## config.mk

```make
export PLATFORM = sky130hd
export DESIGN_NAME = serial_ctl_regs
export DESIGN_NICKNAME = d
export VERILOG_FILES = /design/src/rtl/serial_ctl_pkg.sv /design/src/rtl/sc_buf.sv /design/src/rtl/sc_flags.sv /design/src/rtl/serial_ctl_regs.sv
export SDC_FILE = /design/constraint.sdc
export NUM_CORES = 1
export LEC_CHECK = 0
export BUFFER_PORTS_ARGS = -buffer_cell sky130_fd_sc_hd__buf_4
export CORE_ASPECT_RATIO = 1.5
export CORE_UTILIZATION = 30
export DETAILED_ROUTE_END_ITERATION = 8
export GPL_ROUTABILITY_DRIVEN = 0
export SETUP_SLACK_MARGIN = 0.3
export SLEW_MARGIN = 20
export SYNTH_ARGS = -nofsm -noshare
export SYNTH_HDL_FRONTEND = slang
export SYNTH_HIERARCHICAL = 1
export SYNTH_SLANG_ARGS = --single-unit
```

## constraint.sdc

```tcl
create_clock -name clk -period 3.14 [get_ports clk]
set_input_delay 0.314 -clock clk [delete_from_list [all_inputs] [get_ports clk]]
set_output_delay 0.314 -clock clk [all_outputs]
set_load 0.01 [all_outputs]
```

## src/rtl/serial_ctl_pkg.sv

```systemverilog
package serial_ctl_pkg;

    // register byte offsets
    localparam int OFS_CTRL   = 'h00;
    localparam int OFS_FRAME  = 'h04;
    localparam int OFS_CMD    = 'h0C;
    localparam int OFS_STATUS = 'h10;
    localparam int OFS_DIV    = 'h14;
    localparam int OFS_RXD    = 'h18;
    localparam int OFS_TXD    = 'h34;
    localparam int OFS_FLAGS  = 'h40;
    localparam int OFS_FSET   = 'h44;
    localparam int OFS_FCLR   = 'h48;
    localparam int OFS_IEN    = 'h4C;
    localparam int OFS_ROUTE  = 'h54;

    // flag bit positions
    localparam int FLG_TXC  = 0;
    localparam int FLG_TXBL = 1;
    localparam int FLG_RXV  = 2;
    localparam int FLG_RXOF = 4;
    localparam int FLAG_W   = 8;

    localparam logic [FLAG_W-1:0] STICKY_MASK = 8'h15;
    localparam logic [FLAG_W-1:0] LEVEL_MASK  = 8'h02;
    localparam logic [FLAG_W-1:0] IEN_MASK    = 8'h17;
    localparam logic [15:0]       FRAME_MASK  = 16'h330F;

    typedef enum logic [1:0] {
        TX_OFF,
        TX_IDLE,
        TX_BUSY
    } tx_state_e;

    typedef enum logic {
        RX_OFF,
        RX_ON
    } rx_state_e;

endpackage

```

## src/rtl/sc_buf.sv

```systemverilog
module sc_buf #(
    parameter int W     = 9,
    parameter int DEPTH = 2,
    localparam int PW   = (DEPTH > 1) ? $clog2(DEPTH) : 1,
    localparam int CW   = $clog2(DEPTH + 1)
) (
    input  logic          clk,
    input  logic          rst_n,
    input  logic          push,
    input  logic          pop,
    input  logic          flush,
    input  logic [W-1:0]  din,
    output logic [W-1:0]  dout,
    output logic [CW-1:0] count,
    output logic          empty,
    output logic          full
);

    logic [W-1:0]  mem [DEPTH];
    logic [PW-1:0] wr_ptr, rd_ptr;
    logic          do_push, do_pop;

    function automatic logic [PW-1:0] step(input logic [PW-1:0] p);
        if (p == PW'(DEPTH - 1)) return '0;
        return p + 1'b1;
    endfunction

    assign empty   = (count == '0);
    assign full    = (count == CW'(DEPTH));
    assign do_pop  = pop && !empty;
    assign do_push = push && (!full || do_pop);
    assign dout    = mem[rd_ptr];

    always_ff @(posedge clk or negedge rst_n) begin
        if (!rst_n) begin
            wr_ptr <= '0;
            rd_ptr <= '0;
            count  <= '0;
        end else if (flush) begin
            wr_ptr <= '0;
            rd_ptr <= '0;
            count  <= '0;
        end else begin
            if (do_push) wr_ptr <= step(wr_ptr);
            if (do_pop)  rd_ptr <= step(rd_ptr);
            unique case ({do_push, do_pop})
                2'b10:   count <= count + 1'b1;
                2'b01:   count <= count - 1'b1;
                default: count <= count;
            endcase
        end
    end

    always_ff @(posedge clk) begin
        if (do_push && !flush) mem[wr_ptr] <= din;
    end

endmodule

```

## src/rtl/sc_flags.sv

```systemverilog
module sc_flags #(
    parameter int              W      = 8,
    parameter logic [W-1:0]    STICKY = 8'h15,
    parameter logic [W-1:0]    LEVEL  = 8'h02
) (
    input  logic         clk,
    input  logic         rst_n,
    input  logic [W-1:0] hw_set,
    input  logic [W-1:0] sw_set,
    input  logic [W-1:0] sw_clr,
    input  logic [W-1:0] level,
    input  logic [W-1:0] ien,
    output logic [W-1:0] flags,
    output logic         irq
);

    logic [W-1:0] sticky_q;

    // a clear mask overrides both hardware and software set requests
    always_ff @(posedge clk or negedge rst_n) begin
        if (!rst_n) sticky_q <= '0;
        else        sticky_q <= ((sticky_q | hw_set | sw_set) & ~sw_clr) & STICKY;
    end

    assign flags = sticky_q | (level & LEVEL);
    assign irq   = |(flags & ien);

endmodule

```

## src/rtl/serial_ctl_regs.sv

```systemverilog
module serial_ctl_regs
    import serial_ctl_pkg::*;
#(
    parameter int ADDR_W   = 8,
    parameter int DATA_W   = 9,
    parameter int RX_DEPTH = 2,
    parameter int TX_DEPTH = 2,
    parameter int LOC_W    = 3,
    parameter int DIV_W    = 15
) (
    input  logic              clk,
    input  logic              rst_n,
    input  logic              wr_en,
    input  logic              rd_en,
    input  logic [ADDR_W-1:0] addr,
    input  logic [31:0]       wdata,
    output logic [31:0]       rdata,
    input  logic              rx_valid,
    input  logic [DATA_W-1:0] rx_data,
    input  logic              rx_perr,
    input  logic              rx_ferr,
    output logic              rx_ready,
    output logic              tx_valid,
    output logic [DATA_W-1:0] tx_data,
    input  logic              tx_ready,
    input  logic              tx_busy,
    output logic [15:0]       frame_cfg,
    output logic [DIV_W-1:0]  clk_div,
    output logic              rx_pin_en,
    output logic              tx_pin_en,
    output logic [LOC_W-1:0]  pin_loc,
    output logic              irq
);

    localparam int RX_W  = DATA_W + 2;
    localparam int RXC_W = $clog2(RX_DEPTH + 1);
    localparam int TXC_W = $clog2(TX_DEPTH + 1);

    // ---------------- address decode ----------------
    logic wr_ctrl, wr_frame, wr_cmd, wr_div, wr_txd, wr_fset, wr_fclr, wr_ien, wr_route;
    logic rd_rxd;

    always_comb begin
        wr_ctrl  = wr_en && (addr == ADDR_W'(OFS_CTRL));
        wr_frame = wr_en && (addr == ADDR_W'(OFS_FRAME));
        wr_cmd   = wr_en && (addr == ADDR_W'(OFS_CMD));
        wr_div   = wr_en && (addr == ADDR_W'(OFS_DIV));
        wr_txd   = wr_en && (addr == ADDR_W'(OFS_TXD));
        wr_fset  = wr_en && (addr == ADDR_W'(OFS_FSET));
        wr_fclr  = wr_en && (addr == ADDR_W'(OFS_FCLR));
        wr_ien   = wr_en && (addr == ADDR_W'(OFS_IEN));
        wr_route = wr_en && (addr == ADDR_W'(OFS_ROUTE));
        rd_rxd   = rd_en && (addr == ADDR_W'(OFS_RXD));
    end

    // one-shot command bits
    logic rx_on_req, rx_off_req, tx_on_req, tx_off_req;
    assign rx_on_req  = wr_cmd && wdata[0];
    assign rx_off_req = wr_cmd && wdata[1];
    assign tx_on_req  = wr_cmd && wdata[2];
    assign tx_off_req = wr_cmd && wdata[3];

    // ---------------- configuration registers ----------------
    logic              lvl_empty_q;
    logic [15:0]       frame_q;
    logic [DIV_W-1:0]  div_q;
    logic [FLAG_W-1:0] ien_q;
    logic              rxpen_q, txpen_q;
    logic [LOC_W-1:0]  loc_q;

    always_ff @(posedge clk or negedge rst_n) begin
        if (!rst_n) begin
            lvl_empty_q <= 1'b0;
            frame_q     <= '0;
            div_q       <= '0;
            ien_q       <= '0;
            rxpen_q     <= 1'b0;
            txpen_q     <= 1'b0;
            loc_q       <= '0;
        end else begin
            if (wr_ctrl)  lvl_empty_q <= wdata[12];
            if (wr_frame) frame_q     <= wdata[15:0] & FRAME_MASK;
            if (wr_div)   div_q       <= wdata[6 +: DIV_W];
            if (wr_ien)   ien_q       <= wdata[FLAG_W-1:0] & IEN_MASK;
            if (wr_route) begin
                rxpen_q <= wdata[0];
                txpen_q <= wdata[1];
                loc_q   <= wdata[8 +: LOC_W];
            end
        end
    end

    assign frame_cfg = frame_q;
    assign clk_div   = div_q;
    assign rx_pin_en = rxpen_q;
    assign tx_pin_en = txpen_q;
    assign pin_loc   = loc_q;

    // ---------------- buffers ----------------
    logic [RX_W-1:0]   rx_head;
    logic [RXC_W-1:0]  rx_cnt;
    logic              rx_empty, rx_full, rx_take, rx_pop, rx_acc, rx_ovf;
    logic [TXC_W-1:0]  tx_cnt;
    logic              tx_empty, tx_full, tx_push, tx_pop;
    logic              tx_on, tx_idle;

    assign rx_take = rx_valid && rx_ready;
    assign rx_pop  = rd_rxd && !rx_empty;
    assign rx_acc  = rx_take && (!rx_full || rx_pop);
    assign rx_ovf  = rx_take && rx_full && !rx_pop;

    sc_buf #(.W(RX_W), .DEPTH(RX_DEPTH)) u_rxbuf (
        .clk   (clk),
        .rst_n (rst_n),
        .push  (rx_take),
        .pop   (rx_pop),
        .flush (1'b0),
        .din   ({rx_ferr, rx_perr, rx_data}),
        .dout  (rx_head),
        .count (rx_cnt),
        .empty (rx_empty),
        .full  (rx_full)
    );

    assign tx_push  = wr_txd && tx_on;
    assign tx_valid = tx_on && !tx_empty;
    assign tx_pop   = tx_valid && tx_ready;

    sc_buf #(.W(DATA_W), .DEPTH(TX_DEPTH)) u_txbuf (
        .clk   (clk),
        .rst_n (rst_n),
        .push  (tx_push),
        .pop   (tx_pop),
        .flush (tx_off_req),
        .din   (wdata[DATA_W-1:0]),
        .dout  (tx_data),
        .count (tx_cnt),
        .empty (tx_empty),
        .full  (tx_full)
    );

    // ---------------- receiver state machine ----------------
    rx_state_e rx_st, rx_nx;

    always_ff @(posedge clk or negedge rst_n) begin
        if (!rst_n) rx_st <= RX_OFF;
        else        rx_st <= rx_nx;
    end

    always_comb begin
        rx_nx = rx_st;
        unique case (rx_st)
            RX_OFF: if (rx_on_req && !rx_off_req) rx_nx = RX_ON;
            RX_ON:  if (rx_off_req)               rx_nx = RX_OFF;
            default: rx_nx = RX_OFF;
        endcase
    end

    // ---------------- transmitter state machine ----------------
    tx_state_e tx_st, tx_nx;
    logic      handed_q;   // shifter took a byte last cycle; tx_busy not yet visible
    logic      txc_evt;

    always_ff @(posedge clk or negedge rst_n) begin
        if (!rst_n) begin
            tx_st    <= TX_OFF;
            handed_q <= 1'b0;
        end else begin
            tx_st    <= tx_nx;
            handed_q <= tx_pop;
        end
    end

    always_comb begin
        tx_nx   = tx_st;
        txc_evt = 1'b0;
        unique case (tx_st)
            TX_OFF: begin
                if (tx_on_req && !tx_off_req) tx_nx = TX_IDLE;
            end
            TX_IDLE: begin
                if (tx_off_req)     tx_nx = TX_OFF;
                else if (!tx_empty) tx_nx = TX_BUSY;
            end
            TX_BUSY: begin
                if (tx_off_req) begin
                    tx_nx = TX_OFF;
                end else if (tx_empty && !tx_busy && !handed_q) begin
                    tx_nx   = TX_IDLE;
                    txc_evt = 1'b1;
                end
            end
            default: tx_nx = TX_OFF;
        endcase
    end

    // state outputs
    always_comb begin
        rx_ready = (rx_st == RX_ON);
        tx_on    = (tx_st != TX_OFF);
        tx_idle  = (tx_st == TX_IDLE);
    end

    // ---------------- flags and interrupt ----------------
    logic              txbl;
    logic [FLAG_W-1:0] hw_set, sw_set, sw_clr, lvl_vec, flag_vec;

    assign txbl = lvl_empty_q ? tx_empty : (tx_cnt < TXC_W'(TX_DEPTH));

    always_comb begin
        hw_set           = '0;
        hw_set[FLG_TXC]  = txc_evt;
        hw_set[FLG_RXV]  = rx_acc;
        hw_set[FLG_RXOF] = rx_ovf;
        lvl_vec          = '0;
        lvl_vec[FLG_TXBL] = txbl;
        sw_set           = wr_fset ? wdata[FLAG_W-1:0] : '0;
        sw_clr           = wr_fclr ? wdata[FLAG_W-1:0] : '0;
    end

    sc_flags #(.W(FLAG_W), .STICKY(STICKY_MASK), .LEVEL(LEVEL_MASK)) u_flags (
        .clk    (clk),
        .rst_n  (rst_n),
        .hw_set (hw_set),
        .sw_set (sw_set),
        .sw_clr (sw_clr),
        .level  (lvl_vec),
        .ien    (ien_q),
        .flags  (flag_vec),
        .irq    (irq)
    );

    // ---------------- read mux ----------------
    always_comb begin
        rdata = '0;
        if (rd_en) begin
            if (addr == ADDR_W'(OFS_CTRL)) begin
                rdata[12] = lvl_empty_q;
            end else if (addr == ADDR_W'(OFS_FRAME)) begin
                rdata[15:0] = frame_q;
            end else if (addr == ADDR_W'(OFS_STATUS)) begin
                rdata[1] = tx_on;
                rdata[5] = tx_idle;
                rdata[6] = txbl;
                rdata[7] = !rx_empty;
            end else if (addr == ADDR_W'(OFS_DIV)) begin
                rdata[6 +: DIV_W] = div_q;
            end else if (addr == ADDR_W'(OFS_RXD)) begin
                if (!rx_empty) begin
                    rdata[DATA_W-1:0] = rx_head[DATA_W-1:0];
                    rdata[14]         = rx_head[DATA_W];
                    rdata[15]         = rx_head[DATA_W+1];
                end
            end else if (addr == ADDR_W'(OFS_FLAGS)) begin
                rdata[FLAG_W-1:0] = flag_vec;
            end else if (addr == ADDR_W'(OFS_IEN)) begin
                rdata[FLAG_W-1:0] = ien_q;
            end else if (addr == ADDR_W'(OFS_ROUTE)) begin
                rdata[0]          = rxpen_q;
                rdata[1]          = txpen_q;
                rdata[8 +: LOC_W] = loc_q;
            end
        end
    end

endmodule

```

Word-level counts from Yosys, hierarchy flattened
Memory sizes are Yosys's and may differ from the RTL's.
Cells that the tools add are included.
{"block": "totals", "inputBits": 58, "mem_count": 2, "reg_bits": 48, "word_cells": 194, "mem_bits_rw": 40}
{"memory": "u_rxbuf.mem", "words": 2, "width": 11, "read_ports": 1, "rd_clocked_by_memory_dff": 0, "write_ports": 1, "line_no": "sc_buf.sv:19", "text": "logic [W-1:0] mem [DEPTH];"}
{"memory": "u_txbuf.mem", "words": 2, "width": 9, "read_ports": 1, "rd_clocked_by_memory_dff": 0, "write_ports": 1, "line_no": "sc_buf.sv:19"}
{"block": "classes", "bitwise": 7, "n_reduce_logical": 54, "order_cmp": 1, "n_mux": 83, "n_addsub": 8, "n_eq_ne": 22}
{"operator": "$mux 9", "n": 7}
{"operator": "$eq 8x7->1 const B", "n": 5}
{"operator": "$mux 3", "n": 13}
{"operator": "$mux 1", "n": 35}
{"operator": "$logic_and 1x1->1", "n": 31}
{"operator": "$mux 5", "n": 5}
{"operator": "$eq 8x5->1 const B", "n": 3}
{"operator": "$mux 2", "n": 12}
{"operator": "$mux 21", "n": 1}
{"operator": "$mux 16", "n": 1}
{"operator": "$mux 8", "n": 2}
{"operator": "$mux 13", "n": 1}
{"operator": "$mux 12", "n": 1}
{"operator": "$and 5x5->5", "n": 2}
{"operator": "$eq 2x2->1 const B", "n": 5}
{"operator": "$or 5x5->5", "n": 2}
{"operator": "$logic_not 1->1", "n": 9}
{"operator": "$eq 8x3->1 const B", "n": 1}
{"operator": "$eq 8x4->1 const B", "n": 1}
{"operator": "$eq 8x6->1 const B", "n": 1}
{"operator": "$logic_not 8->1", "n": 1}
{"operator": "$pmux 2 s2", "n": 2}
{"operator": "$reduce_bool 2->1", "n": 4}
{"operator": "$reduce_or 8->1", "n": 1}
{"operator": "other kinds (17)", "n": 29}

Depth between registers and ports, before layout
Gate-level depths: netlist (run 1).
{"block": "depth", "depth_word": 21, "depth_mapped": 10, "depth_no_buf": 8}

Cells and area by module
The synthesis (run 1) kept the hierarchy.
{"module": "serial_ctl_regs", "instances": 1, "cells_per_inst": 279, "area_each_um2": 2561.2}
{"module": "sc_buf at u_rxbuf", "instances": 1, "cells_per_inst": 62, "area_each_um2": 1044.8}
{"module": "sc_buf at u_txbuf", "instances": 1, "cells_per_inst": 56, "area_each_um2": 902.1}
{"module": "sc_flags", "instances": 1, "cells_per_inst": 18, "area_each_um2": 161.4}

Worst setup path before layout (run 1)
No wires, ideal clock.
{"block": "synth_timing", "kind": "in2reg", "from": "in addr[7]", "to": "mem u_rxbuf/mem[1][0] in the netlist's numbering (enable)", "cell_stages": 8, "setup_slack_ns": -0.035, "t_arrival_ns": 2.763, "required_ns": 2.728, "cell_sequence": "buf_2 > nor4b_1 > and4_1 > buf_2 > nand2_1 > inv_1 > nor3b_2 > nor4b_1"}
{"block": "synth_via", "elab_chain_len": 8}
{"item": "start: declaration", "line_no": "serial_ctl_regs.sv:15", "text": "input logic [ADDR_W-1:0] addr,"}
{"item": "$eq 8x5->1", "line_no": "serial_ctl_regs.sv:53", "text": "rd_rxd = rd_en && (addr == ADDR_W'(OFS_RXD));"}
{"item": "$logic_and 1x1->1", "line_no": "serial_ctl_regs.sv:53"}
{"item": "$logic_and 1x1->1", "line_no": "serial_ctl_regs.sv:108", "text": "assign rx_pop = rd_rxd && !rx_empty;"}
{"item": "named net rx_pop", "line_no": "serial_ctl_regs.sv:102", "text": "logic rx_empty, rx_full, rx_take, rx_pop, rx_acc, rx_ovf;"}
{"item": "$logic_and 1x1->1", "line_no": "sc_buf.sv:30", "text": "assign do_pop = pop && !empty;"}
{"item": "$logic_or 1x1->1", "line_no": "sc_buf.sv:31", "text": "assign do_push = push && (!full || do_pop);"}
{"item": "$logic_and 1x1->1", "line_no": "sc_buf.sv:31"}
{"item": "$mux 1", "line_no": "sc_buf.sv:55", "text": "if (do_push && !flush) mem[wr_ptr] <= din;"}
{"item": "$mux 1 (not written as such)", "line_no": "sc_buf.sv:55"}
{"item": "end: declaration", "line_no": "sc_buf.sv:19"}
The timed path passes the listed nets, and every way through them passes these cells.

Worst setup path in the final report (run 1)
{"block": "layout_timing", "from": "reg u_rxbuf.rd_ptr", "to": "out rdata[8]"}
{"block": "layout_via", "elab_chain_len": 13}
{"item": "start: declaration", "line_no": "sc_buf.sv:20", "text": "logic [PW-1:0] wr_ptr, rd_ptr;"}
{"item": "start signal: assignment", "line_no": "sc_buf.sv:45", "text": "if (do_pop) rd_ptr <= step(rd_ptr);"}
{"item": "$mem_v2 2x11"}
{"item": "named net rx_head[8]", "line_no": "serial_ctl_regs.sv:100", "text": "logic [RX_W-1:0] rx_head;"}
{"item": "$mux 9", "line_no": "serial_ctl_regs.sv:249", "text": "if (!rx_empty) begin"}
{"item": "$mux 9", "line_no": "serial_ctl_regs.sv:248", "text": "end else if (addr == ADDR_W'(OFS_RXD)) begin"}
{"item": "$mux 9", "line_no": "serial_ctl_regs.sv:246", "text": "end else if (addr == ADDR_W'(OFS_DIV)) begin"}
{"item": "$mux 9", "line_no": "serial_ctl_regs.sv:241", "text": "end else if (addr == ADDR_W'(OFS_STATUS)) begin"}
{"item": "$mux 9", "line_no": "serial_ctl_regs.sv:239", "text": "end else if (addr == ADDR_W'(OFS_FRAME)) begin"}
{"item": "$mux 9", "line_no": "serial_ctl_regs.sv:237", "text": "if (addr == ADDR_W'(OFS_CTRL)) begin"}
{"item": "$mux 9", "line_no": "serial_ctl_regs.sv:236", "text": "if (rd_en) begin"}
{"item": "$mux 5", "line_no": "serial_ctl_regs.sv:246"}
{"item": "$mux 13", "line_no": "serial_ctl_regs.sv:241"}
{"item": "$mux 16", "line_no": "serial_ctl_regs.sv:239"}
{"item": "$mux 12", "line_no": "serial_ctl_regs.sv:237"}
{"item": "$mux 21", "line_no": "serial_ctl_regs.sv:236"}
{"item": "end: declaration", "line_no": "serial_ctl_regs.sv:17", "text": "output logic [31:0] rdata,"}
The timed path passes the listed nets, and every way through them passes these cells. The select of a mux whose other input is x is not followed.

==> flow_metrics.tcl, run 1 <==
set metrics [dict create \
    p_leak_nw 2.550 \
    drt-initial-drc-count 180 \
    hold_class "input pin to async pin" \
    fp-row-count 55 \
    crit_fanout 12 \
    post_cts_resized 0 \
    slowest_delay_ns 0.64 \
    ctsHoldBuffers 0 \
    ios 138 \
    antenna_found_initial 0 \
    die_width_um 103.1 \
    crit_family "flip-flops" \
    cp-start-kind "flop" \
    antenna-diode-count 0 \
    max_cap_viol_count 0 \
    r2r_end "u_rxbuf/mem[1][7]" \
    worst_skew_pair.late_latency_ns 0.34 \
    fmax_mhz 376.9 \
    setup.worst_path.class "flop to primary output" \
    via_per_inst 4.806 \
    relSlewSlack_pct 58.12 \
    r2r-start "u_rxbuf/count[0]" \
    timing.reg2reg.setup_slack_ns 0.67 \
    ant_nets 0 \
    place_ws_ns 0.6388 \
    drtPass1Iterations 6 \
    reg2reg_depth 8 \
    cts_tree "done" \
    core-area_um2 15000 \
    placed_cells 705 \
    port_buffers 107 \
    synth_area_um2 4601 \
    ir_drop_mv 0.2465 \
    htreeDepth 3 \
    setup_violations 0 \
    cp_cell_sequence "mux2_2 -> a31oi_1 -> or4_1 -> a211oi_1 -> buf_4" \
    maxSlewViolCount 0 \
    grtUsageTotal_pct 15.38 \
    drcViolationCount 0 \
    grt_pass1_vias 3443 \
    fp.dieArea_um2 15840 \
    worst_clock_skew_ns 0.005455 \
    slowest_stage "dfrtp_1" \
    vias 3465 \
    nets 575 \
    yosys_warnings 6 \
    root_buffer "clkbuf_16" \
    finalCritPeriodShare_pct 84.50 \
    cts.sinks 88 \
    grt-ovfl-total 0 \
    worst_pin_slew_ns 0.6283 \
    crit_buf_inv 1 \
    fin_tns_setup_ns 0 \
    synth_area_per_cell_um2 11.39 \
    numCtsBuffers 9 \
    crit_path_start "u_rxbuf/rd_ptr" \
    initial_utilization_pct 30.67 \
    synth_cells 404 \
    cp.arrival_ns 2.34 \
    grt_first_pass_wirelength_mm 18.33 \
    drive_above_1_share_pct 39.85 \
    violations "hold timing" \
    end_kind "primary output" \
    timing.final.ws_setup_ns 0.4868 \
    p_total_w 0.002592 \
    clockBufferDepth 2 \
    dp_hpwl_mm 9.181 \
    whs_ns -0.01844 \
    status "finished, violations left" \
    die_height_um 153.7 \
    rsz0062_at_grt "false" \
    post-cts-setup-buffer-count 0 \
    grt_max_degree 49 \
    layout.cells.non_filler 721 \
    clk_pin_slew_ns 0.06 \
    wire_per_inst_um 16.30 \
    min_period_ns 2.653 \
    routed_wl_mm 11.75 \
    hold_viol_final 17 \
    area_growth_pct 27.58 \
    p_per_area_nw_per_um2 441.6 \
    required_ns 2.83 \
]
state kept, by name, summed over array words and instances, names as in the netlist:
register / cells
u_rxbuf/rd_ptr: 1
clk_div: 15
u_txbuf/mem: 18
pin_loc: 3
u_rxbuf/wr_ptr: 1
ien_q: 4
u_flags/sticky_q: 3
tx_pin_en: 1
u_txbuf/wr_ptr: 1
rx_ready: 1
u_txbuf/count: 2
rx_pin_en: 1
u_rxbuf/mem: 22
frame_cfg: 8
tx_st: 2
handed_q: 1
u_txbuf/rd_ptr: 1
u_rxbuf/count: 2
lvl_empty_q: 1
power breakdown:
group | leakage, nW | internal (W) | switching (W) | total, W
combinational | 1.40 | 0.000114 | 0.000140 | 0.000254
sequential | 1.01 | 0.00125 | 0.0000370 | 0.00128
clock | 0.143 | 0.000616 | 0.000440 | 0.00106
total | 2.55 | 0.00197 | 0.000617 | 0.00259
worst register-to-register path, delay by kind of cell, from the launching register on:
family | cells | cell delay [ns]
buf+inv | 2 | 0.44
flops | 1 | 0.48
simple gates | 6 | 1.25
placed cells by master, fill, tap and decap left out, types with 5 or more instances in the layout:
cell type / count
nand2_1: 20
edfxtp_1: 40
a21oi_1: 17
dfrtp_1: 48
o21ai_0: 24
clkbuf_16: 9
and3_1: 9
a22oi_1: 10
nand3_1: 8
mux2_2: 51
buf_4: 118
nor2_1: 30
nor3_1: 8
nor2b_1: 10
inv_1: 5
and2_1: 11
conb_1: 29
routing by layer:
| metal | wire [um] | GRT usage, % |
|---|---|---|
| met1 | 4537 | 17.98 |
| met2 | 6125 | 26.41 |
| met3 | 678 | 3.273 |
| met4 | 407 | 7.042 |
| met5 | 0 | 0 |
worst max-delay path by stage:
| stage | end | cells past startpoint |
|---|---|---|
| finish | rdata[8] | 5 |
| global route | rdata[8] | 5 |
| CTS | rdata[8] | 5 |
| detailed placement | u_rxbuf/mem[1][6] | 8 |
| global placement | u_rxbuf/mem[1][10] | 8 |
| floorplan | u_txbuf/mem[1][0] | 5 |
through the flow:
step	hold slack (ns)	cell area [um2]	utilization (%)
2_1_floorplan	0.01841	4708	-
3_3_place_gp	0.3629	5572	37.14
3_5_place_dp	0.3736	5572	37.14
4_1_cts	0.01089	5869	39.12
5_1_grt	0.05142	5869	39.12
6_report	-0.01844	5869	39.12
layout make-up:
| type | count | area (um2) |
|---|---|---|
| Clock buffer | 9 | 225.2 |
| Clock inverter | 7 | 72.57 |
| Fill cell | 1510 | 9133 |
| Inverter | 9 | 33.78 |
| Multi-Input combinational cell | 291 | 2001 |
| Sequential cell | 88 | 2402 |
| Tap cell | 199 | 249.0 |
| Timing Repair Buffer | 118 | 885.9 |
No activity file was read; power rests on OpenSTA's default activity.
==> run 2: changes to the inputs <==
==> constraint.sdc (replaced) <==
create_clock -name clk -period 2.66 [get_ports clk]
set_input_delay 0.266 -clock clk [delete_from_list [all_inputs] [get_ports clk]]
set_output_delay 0.266 -clock clk [all_outputs]
set_load 0.01 [all_outputs]
==> run 2 against run 1 <==
Effect of this change:
- the run now ends clean
- clock-buffer cell count up 2
- wire length up 3.2%
- clock power up 26%
- clock skew up 0.0041 ns
- global-route usage up 0.32 points
- worst setup slack worse by 0.11 ns
- die area unchanged
- register-to-register slack worse by 0.13 ns
- first-iteration DRC count up 53%
- critical path type unchanged
- largest power group unchanged
==> flow_metrics.tcl, run 2 (synthesis gave the netlist of run 1 again) <==
set metrics [dict create \
    fmax_mhz 437.1 \
    via_per_inst 4.777 \
    status "finished clean" \
    drt-initial-drc-count 276 \
    drcViolationCount 0 \
    wire_per_inst_um 16.65 \
    register_area_um2 2406 \
    min_to "u_rxbuf/mem[1][4]" \
    worstHoldPathCells 1 \
    worst_clock_skew_ns 0.009584 \
    finalCritPeriodShare_pct 86.00 \
    routed_wl_mm 12.12 \
    fp-row-count 55 \
    required_ns 2.39 \
    clockBufferDepth 2 \
    cts_tree "done" \
    maxSlewViolCount 0 \
    numCtsBuffers 9 \
    n_fill_cell 1473 \
    drive_above_1_share_pct 41.97 \
    ant_nets 0 \
    cts.sinks 88 \
    crit_fanout 6 \
    min_period_ns 2.288 \
    nets 582 \
    worst_pin_slew_ns 0.7828 \
    grt_first_pass_wirelength_mm 18.57 \
    grt_max_degree 49 \
    layout_commonest_cell "buf_4" \
    setup_violations 0 \
    p_leak_nw 2.595 \
    root_buffer "clkbuf_16" \
    fp.dieArea_um2 15840 \
    area_growth_pct 30.68 \
    die_height_um 153.7 \
    antenna_found_initial 0 \
    hold_viol_final 0 \
    vias 3478 \
    r2r_end "u_rxbuf/mem[0][10]" \
    place_ws_ns 0.1762 \
    htreeDepth 3 \
    dp_hpwl_mm 9.296 \
    port_buffers 107 \
    ir_drop_mv 0.2952 \
    final_cell_mix "buf_4 (121), mux2_2 (51), dfrtp_1 (45)" \
    layout.cells.non_filler 728 \
    timing.final.ws_setup_ns 0.3724 \
    grtUsageTotal_pct 15.70 \
    max_cap_viol_count 0 \
    reg2reg_depth 7 \
    drtPass1Iterations 4 \
    grt_pass1_vias 3393 \
    hp-start "rx_data[4]" \
    placed_cells 706 \
    top_register "u_rxbuf/mem" \
    p_total_w 0.003159 \
    worst_skew_pair.late_latency_ns 0.34 \
    die_width_um 103.1 \
    clk_pin_slew_ns 0.06 \
    p_per_area_nw_per_um2 525.5 \
    ios 138 \
    end_kind "primary output" \
    setup.worst_path.class "flop to primary output" \
    antenna-diode-count 0 \
    hold_class "input pin to flop" \
    multiInputGateArea_um2 2043 \
    core-area_um2 15000 \
    fin_tns_setup_ns 0 \
    relSlewSlack_pct 47.42 \
    r2r-start "u_rxbuf/count[1]" \
    cp.arrival_ns 2.02 \
    grt-ovfl-total 0 \
    cp-start-kind "flop" \
    rsz0062_at_grt "true" \
    initial_utilization_pct 30.67 \
    largest_reg_flops 22 \
    timing.reg2reg.setup_slack_ns 0.54 \
]
==> run 2: cell types whose count changed in the layout (fill, tap and decap cells not counted), sizes merged <==
cell         before  now
clkinv            5    2
buf             118  124
clkbuf            9   11
clkinvlp          1    2
dlygate4sd3       0    1
==> run 2: where the power goes <==
part	leakage [nW]	total (W)	switching [W]	internal, W
Clock	0.153	0.00134	0.000527	0.000813
Sequential	1.00	0.00151	0.0000435	0.00147
Combinational	1.44	0.000306	0.000169	0.000137
Total	2.59	0.00316	0.000739	0.00242
==> run 2: final cells by class <==
type / instances / share of cell area (%)
Sequential cell: 88 / 40.02
Tap cell: 199 / 4.142
Clock buffer: 11 / 4.391
Timing Repair Buffer: 125 / 15.86
Clock inverter: 5 / 1.041
Inverter: 9 / 0.5619
Multi-Input combinational cell: 291 / 33.99
==> run 2: layer usage <==
| metal | track usage [%] | vias to the layer above | part of all wire, % |
|---|---|---|---|
| met5 | 0 | - | 0 |
| met4 | 5.366 | 0 | 1.8 |
| met3 | 3.455 | 12 | 5.9 |
| met2 | 27.21 | 124 | 54 |
| met1 | 18.86 | 1680 | 38 |
| li1 | - | 1662 | - |
==> run 2: critical path, cell delays in order (launching register included) <==
cell and delay, ns:
dfrtp_1 0.38, buf_6 0.14, mux2_2 0.32, nor2b_1 0.12
o21ai_0 0.22, a32oi_1 0.08, a41o_1 0.27, buf_4 0.15
==> run 2: repair_timing <==
action                     in CTS  in global routing
gates resized for setup         8                  3
hold endpoints to repair       48                  0
hold buffers                    1                  0
pin swaps                       1                  2
setup endpoints to repair      26                 16
cloned                          0                  0
setup buffers                   3                  2
==> run 2: metrics by stage <==
step	hold WS, ns	instance area [um2]	util [%]
after floorplan	-0.02959	4732	-
after global placement	0.3201	5597	37.31
after detailed placement	0.3279	5597	37.31
after CTS	0.09884	5978	39.85
after global routing	0.09865	6012	40.08
final	0.1118	6012	40.08
==> run 2: worst max-delay path by stage <==
stage	start	to	slack [ns]	cells after the start
3_5_place_dp	u_rxbuf/count[0]	u_rxbuf/mem[1][10]	0.18	7
3_3_place_gp	u_rxbuf/count[0]	u_rxbuf/mem[1][10]	0.28	7
5_1_grt	u_txbuf/count[0]	rdata[1]	0.24	7
4_1_cts	u_rxbuf/rd_ptr	rdata[1]	0.31	7
2_1_floorplan	addr[7]	u_rxbuf/mem[1][0]	0.30	8
6_report	u_rxbuf/rd_ptr	rdata[1]	0.37	7
